## src/rtl/audclk_mux_pkg.sv

```systemverilog
`timescale 1ns/1ps
package audclk_mux_pkg;

  localparam int FIELD_W = 8;
  localparam int NUM_SRC = 6;

  // candidate index inside src_ce
  localparam int SRC_I   = 0;
  localparam int SRC_A   = 1;
  localparam int SRC_B   = 2;
  localparam int SRC_C   = 3;
  localparam int SRC_G44 = 4;
  localparam int SRC_G48 = 5;

  typedef logic [NUM_SRC-1:0] src_vec_t;
  typedef logic [FIELD_W-1:0] sel_code_t;

  localparam sel_code_t CODE_ZERO = 8'h00;
  localparam sel_code_t CODE_A    = 8'h01;
  localparam sel_code_t CODE_B    = 8'h02;
  localparam sel_code_t CODE_C    = 8'h03;
  localparam sel_code_t CODE_G44  = 8'h10;
  localparam sel_code_t CODE_G48  = 8'h20;

  // field code -> one-hot candidate choice, all zero meaning stopped
  function automatic src_vec_t decode_sel(input sel_code_t code, input bit zero_is_i);
    src_vec_t v;
    v = '0;
    case (code)
      CODE_A:    v[SRC_A]   = 1'b1;
      CODE_B:    v[SRC_B]   = 1'b1;
      CODE_C:    v[SRC_C]   = 1'b1;
      CODE_G44:  v[SRC_G44] = 1'b1;
      CODE_G48:  v[SRC_G48] = 1'b1;
      CODE_ZERO: v[SRC_I]   = zero_is_i;
      default:   v          = '0;
    endcase
    return v;
  endfunction

endpackage

```

## src/rtl/clksel_rst_sync.sv

```systemverilog
`timescale 1ns/1ps
module clksel_rst_sync #(
  parameter int STAGES = 2
) (
  input  logic clk,
  input  logic rst_n,
  output logic rst_sync_n
);

  logic [STAGES-1:0] sync_q;
  logic [STAGES-1:0] sync_d;

  always_comb begin
    sync_d = {sync_q[STAGES-2:0], 1'b1};
  end

  always_ff @(posedge clk or negedge rst_n) begin
    if (!rst_n) sync_q <= '0;
    else        sync_q <= sync_d;
  end

  assign rst_sync_n = sync_q[STAGES-1];

endmodule

```

## src/rtl/clksel_regfile.sv

```systemverilog
`timescale 1ns/1ps
module clksel_regfile
  import audclk_mux_pkg::*;
#(
  parameter int NUM_PORTS      = 10,
  parameter int FIELDS_PER_REG = 4,
  parameter int ADDR_W         = 2,
  parameter int FOLLOW_PORT    = 8
) (
  input  logic                                clk,
  input  logic                                rst_n,
  input  logic                                wr_en,
  input  logic [ADDR_W-1:0]                   wr_addr,
  input  logic [FIELDS_PER_REG*FIELD_W-1:0]   wr_data,
  input  logic [FIELDS_PER_REG-1:0]           wr_be,
  output logic [NUM_PORTS-1:0][FIELD_W-1:0]   fld
);

  for (genvar p = 0; p < NUM_PORTS; p++) begin : g_fld
    localparam int                LANE  = p % FIELDS_PER_REG;
    localparam logic [ADDR_W-1:0] REG_A = ADDR_W'(p / FIELDS_PER_REG);

    if (p == FOLLOW_PORT) begin : g_none
      // no storage: this port mirrors its neighbour
      assign fld[p] = '0;
    end else begin : g_store
      sel_code_t fld_q;
      sel_code_t fld_d;
      logic      fld_we;

      always_comb begin
        fld_we = wr_en && (wr_addr == REG_A) && wr_be[LANE];
        fld_d  = fld_we ? wr_data[LANE*FIELD_W +: FIELD_W] : fld_q;
      end

      always_ff @(posedge clk or negedge rst_n) begin
        if (!rst_n) fld_q <= CODE_ZERO;
        else        fld_q <= fld_d;
      end

      assign fld[p] = fld_q;
    end
  end

endmodule

```

## src/rtl/clksel_port.sv

```systemverilog
`timescale 1ns/1ps
module clksel_port
  import audclk_mux_pkg::*;
#(
  parameter bit ZERO_SELECTS_I = 1'b0
) (
  input  logic      clk,
  input  logic      rst_n,
  input  sel_code_t code,
  input  src_vec_t  src_ce,
  output src_vec_t  cur_sel,
  output logic      ce
);

  src_vec_t req_sel;
  src_vec_t cur_q;
  src_vec_t cur_d;
  logic     ce_q;
  logic     ce_d;
  logic     hit;
  logic     boundary;

  always_comb begin
    req_sel  = decode_sel(code, ZERO_SELECTS_I);
    hit      = |(cur_q & src_ce);
    // switch only when stopped or when the running period just ended
    boundary = (cur_q == '0) || hit;
    cur_d    = boundary ? req_sel : cur_q;
    ce_d     = hit;
  end

  always_ff @(posedge clk or negedge rst_n) begin
    if (!rst_n) begin
      cur_q <= '0;
      ce_q  <= 1'b0;
    end else begin
      cur_q <= cur_d;
      ce_q  <= ce_d;
    end
  end

  assign cur_sel = cur_q;
  assign ce      = ce_q;

endmodule

```

## src/rtl/audclk_mux.sv

```systemverilog
`timescale 1ns/1ps
module audclk_mux
  import audclk_mux_pkg::*;
#(
  parameter int NUM_PORTS      = 10,
  parameter int FIELDS_PER_REG = 4,
  parameter int ADDR_W         = 2,
  parameter int FOLLOW_PORT    = 8,
  parameter int LEAD_PORT      = 7,
  parameter bit ZERO_SELECTS_I = 1'b0
) (
  input  logic                                      clk,
  input  logic                                      rst_n,
  input  logic                                      wr_en,
  input  logic [ADDR_W-1:0]                         wr_addr,
  input  logic [FIELDS_PER_REG*FIELD_W-1:0]         wr_data,
  input  logic [FIELDS_PER_REG-1:0]                 wr_be,
  input  logic [NUM_SRC-1:0]                        src_ce,
  output logic [NUM_PORTS-1:0]                      port_ce
);

  logic                              rst_sync_n;
  logic [NUM_PORTS-1:0][FIELD_W-1:0] fld;
  logic [NUM_PORTS-1:0][NUM_SRC-1:0] cur_sel_all;
  logic [NUM_PORTS-1:0]              own_ce;

  clksel_rst_sync #(.STAGES(2)) u_rst (
    .clk       (clk),
    .rst_n     (rst_n),
    .rst_sync_n(rst_sync_n)
  );

  clksel_regfile #(
    .NUM_PORTS     (NUM_PORTS),
    .FIELDS_PER_REG(FIELDS_PER_REG),
    .ADDR_W        (ADDR_W),
    .FOLLOW_PORT   (FOLLOW_PORT)
  ) u_regs (
    .clk    (clk),
    .rst_n  (rst_sync_n),
    .wr_en  (wr_en),
    .wr_addr(wr_addr),
    .wr_data(wr_data),
    .wr_be  (wr_be),
    .fld    (fld)
  );

  for (genvar p = 0; p < NUM_PORTS; p++) begin : g_port
    if (p == FOLLOW_PORT) begin : g_follow
      assign own_ce[p]      = 1'b0;
      assign cur_sel_all[p] = '0;
      assign port_ce[p]     = own_ce[LEAD_PORT];
    end else begin : g_mux
      clksel_port #(.ZERO_SELECTS_I(ZERO_SELECTS_I)) u_sel (
        .clk    (clk),
        .rst_n  (rst_sync_n),
        .code   (fld[p]),
        .src_ce (src_ce),
        .cur_sel(cur_sel_all[p]),
        .ce     (own_ce[p])
      );
      assign port_ce[p] = own_ce[p];
    end
  end

endmodule

```

## config.mk

```make
export PLATFORM = sky130hd
export DESIGN_NAME = audclk_mux
export DESIGN_NICKNAME = d
export VERILOG_FILES = /design/src/rtl/audclk_mux_pkg.sv /design/src/rtl/clksel_rst_sync.sv /design/src/rtl/clksel_regfile.sv /design/src/rtl/clksel_port.sv /design/src/rtl/audclk_mux.sv
export SDC_FILE = /design/constraint.sdc
export NUM_CORES = 1
export LEC_CHECK = 0
export ABC_AREA = 1
export BUFFER_PORTS_ARGS = -buffer_cell sky130_fd_sc_hd__buf_2
export CAP_MARGIN = 10
export CORE_MARGIN = 8
export CORE_UTILIZATION = 59
export DETAILED_ROUTE_END_ITERATION = 16
export PLACE_DENSITY = 0.88
export SETUP_SLACK_MARGIN = 0.05
export SLEW_MARGIN = 30
export SYNTH_ARGS = -nofsm -noshare
export SYNTH_HDL_FRONTEND = slang
export SYNTH_SLANG_ARGS = --single-unit
```

## constraint.sdc

```tcl
create_clock -name clk -period 4.38 [get_ports clk]
set_input_delay 0.657 -clock clk [delete_from_list [all_inputs] [get_ports clk]]
set_output_delay 0.657 -clock clk [all_outputs]
set_load 0.005 [all_outputs]
```

==> summary.md <==
| Metric | Value |
|---|---|
| Pwr per Cell Area | 579 nW/um^2 |
| Die footprint | 13,800 sq um |
| Diode count | 0 |
| Max-cap violations | 0 |
| Top post-synthesis cells by area | dfrtp_1 53%, nand2_1 15%, nand3_1 10%, inv_1 6.6%, nor2_1 6.2% |
| Outcome | finished, final reports clean |
| Slowest cell on crit path | dfrtp_1 |
| Initial Util | 59.7% |
| DP HPWL | 8750 um |
| Worst Setup Path Type | register to output port |
| Cell leakage power | 3.86 nW |
| Critical path, cell by cell | buf_2 |
| H-tree Lvls | 4 |
| Port bufs | 55 |
| Routed wire length | 13,100 um |
| Synthesis-to-finish area growth | 15.3% |
| Leading area contributor after synthesis | dfrtp_1 |
| Synth Instances | 802 |
| Root Buffer | clkbuf_8 |
| Max Slew Vio Count | 0 |
| Post-synth top area share | 52.7% |
| Clock sink total | 128 |
| Vias in the first global route | 5,122 |
| Max_slew headroom | 50.0% |
| Count of final setup violators | 0 |
| RD Place Congestion | 0.777 |
| Critical path fanouts, max | 1 |
| Total gr overflow | 0 |
| Setup_tns | 0 ps |
| Final hold violation count | 0 |
| CP peak stage delay | 380 ps |
| Clock latency on the worst-skew pair | 520 ps |
| Distinct cells, synth | 12 |
| Initial drt markers | 304 |
| Die width | 118 um |
| Most common cell in the netlist | nand2_1 |
| Synth Flop Type | dfrtp_1 |
| Initial antenna violation count | 0 |
| First-pass GRT wire length | 22,400 um |
| Unrepaired setup endpoints after global routing | no |
| Layout Nets | 902 |
| Vias | 5,236 |
| Yosys reg bits | 128 |
| ANT nets after route | 0 |
| Hold Buf Count CTS | 1 |
| FMAX | 594 MHz |
| Tcrit/Tclk final | 38.5% |
| Num CTS Buffers | 17 |
| Worst min path class | register to register |
| Worst Tran Pin Value | 751 ps |
| Family with the most delay on the worst path | flip-flops |
| Tmin final | 1680 ps |
| Mapped cell area | 6080 sq um |
| Worst-path clk slew | 60 ps |
| Syn Nets | 849 |
| Max Clock Skew | 9.05 ps |
| Critical Path Start Type | register |
| Hold_ws | 355 ps |
| Io pins | 57 |
| Number of flops mapped to enable cells by yosys | 0 |
| Synth cell count leaders | 244 x nand2_1, 128 x dfrtp_1, 125 x nand3_1, 107 x inv_1, 100 x nor2_1 |
| Resized cells post-CTS | 0 |
| GRT Total Usage | 19.6% |
| Sequential share of the synthesized area | 52.7% |
| Pre-Repair DR Iteration Count | 5 |
| Row cnt | 37 |
| Vias/cell | 5.22 |
| Async SR Flop Fraction | 100% |
| Worst Path Arrival | 1030 ps |
| Total DRC errors in the routed layout | 0 |
| Share of cells above drive strength 1 | 10.4% |
| Max Buffers Root-to-Sink | 2 |
| Setup Buffers After CTS | 0 |
| Setup crit end kind | output port |
| DIE HEIGHT | 118 um |
| Core area | 10,200 sq um |
| Syn Area/Cell | 7.59 sq um |
| Worst ir drop on vdd | 403 uV |
| Largest net degree at the start of global routing | 62 |
| TritonCTS clock tree | built |
| CP Buf/Inv Count | 1 |
| WL per Instance | 13.0 um |
| Worst EP required | 3720 ps |
| Synth warnings | 0 |
[report_power, final]
group          switching (mW)  internal (mW)
combinational           0.617          0.308
sequential              0.185           1.44
clock                   0.518          0.999
total                    1.32           2.74
[metrics by stage]
| stage | cells | setup slack, ps | cell area [sq um] | total power [mW] | util (%) |
|---|---|---|---|---|---|
| floorplan | 802 | 550 | 6080 | 2.34 | - |
| global placement | 971 | 2540 | 6360 | 2.50 | 62.5 |
| detailed placement | 971 | 2500 | 6360 | 2.54 | 62.5 |
| CTS | 1004 | 2680 | 7010 | 4.08 | 68.9 |
| global route | 1004 | 2660 | 7010 | 4.30 | 68.9 |
| finish | 1004 | 2700 | 7010 | 4.06 | 68.9 |
[logic make-up (layout without fill, tap and decap cells)]
kind of cell	Yosys count	in the layout	share of synthesized area (%)
AOI/OAI and AO/OA	72	72	5.92
buffers and inverters	131	197	9.67
DFF	128	128	52.7
other	1	1	0.0616
and+or+nand+nor	470	470	31.7
[sequential cells by signal, summed over array words and instances, names as in the netlist]
name	count
g_port.g_mux.u_sel.ce	9
u_rst.sync_q	2
u_regs.g_fld.g_store.fld_q	72
g_port.g_mux.u_sel.cur_sel	45
[layout by cell type (no fill, tap or decap), drive strengths merged]
cell type    Yosys  layout
clkinv           0       5
nor2           101     101
buf             22      57
dlygate4sd3      0       1
dfrtp          128     128
bufinv           0       5
clkbuf           2      19
o21ai           72      72
inv            107     108
clkinvlp         0       2
nand3          125     125
conb             1       1
nand2          244     244
[routing by layer]
| layer | part of all wire, % | track usage, % |
|---|---|---|
| met1 | 41 | 21.7 |
| met2 | 51 | 34.8 |
| met3 | 4.7 | 5.52 |
| met4 | 3.1 | 8.09 |
| met5 | 0 | 0 |
[worst paths after layout]
path	start	to	slack [ps]	cells after the start
max in group asynchronous	u_rst.sync_q[1]	u_regs.g_fld[4].g_store.fld_q[1]	2980	1
min reg2reg	u_rst.sync_q[0]	u_rst.sync_q[1]	350	0
min	u_rst.sync_q[0]	u_rst.sync_q[1]	350	0
min in group asynchronous	u_rst.sync_q[1]	u_regs.g_fld[7].g_store.fld_q[1]	410	0
max	g_port[2].g_mux.u_sel.ce	port_ce[2]	2700	1
max reg2reg	u_rst.sync_q[1]	u_regs.g_fld[4].g_store.fld_q[1]	2980	1
[area by class of cell]
type                       count  area [sq um]
clock inverter                13           210
tap                          136           170
sequential                   128          3210
fill                         799          3170
clock buffer                  19           432
inverter                     107           402
timing repair buffer          58           300
multi-input combinational    543          2290
Note: power is estimated with default switching activity, not from simulation.
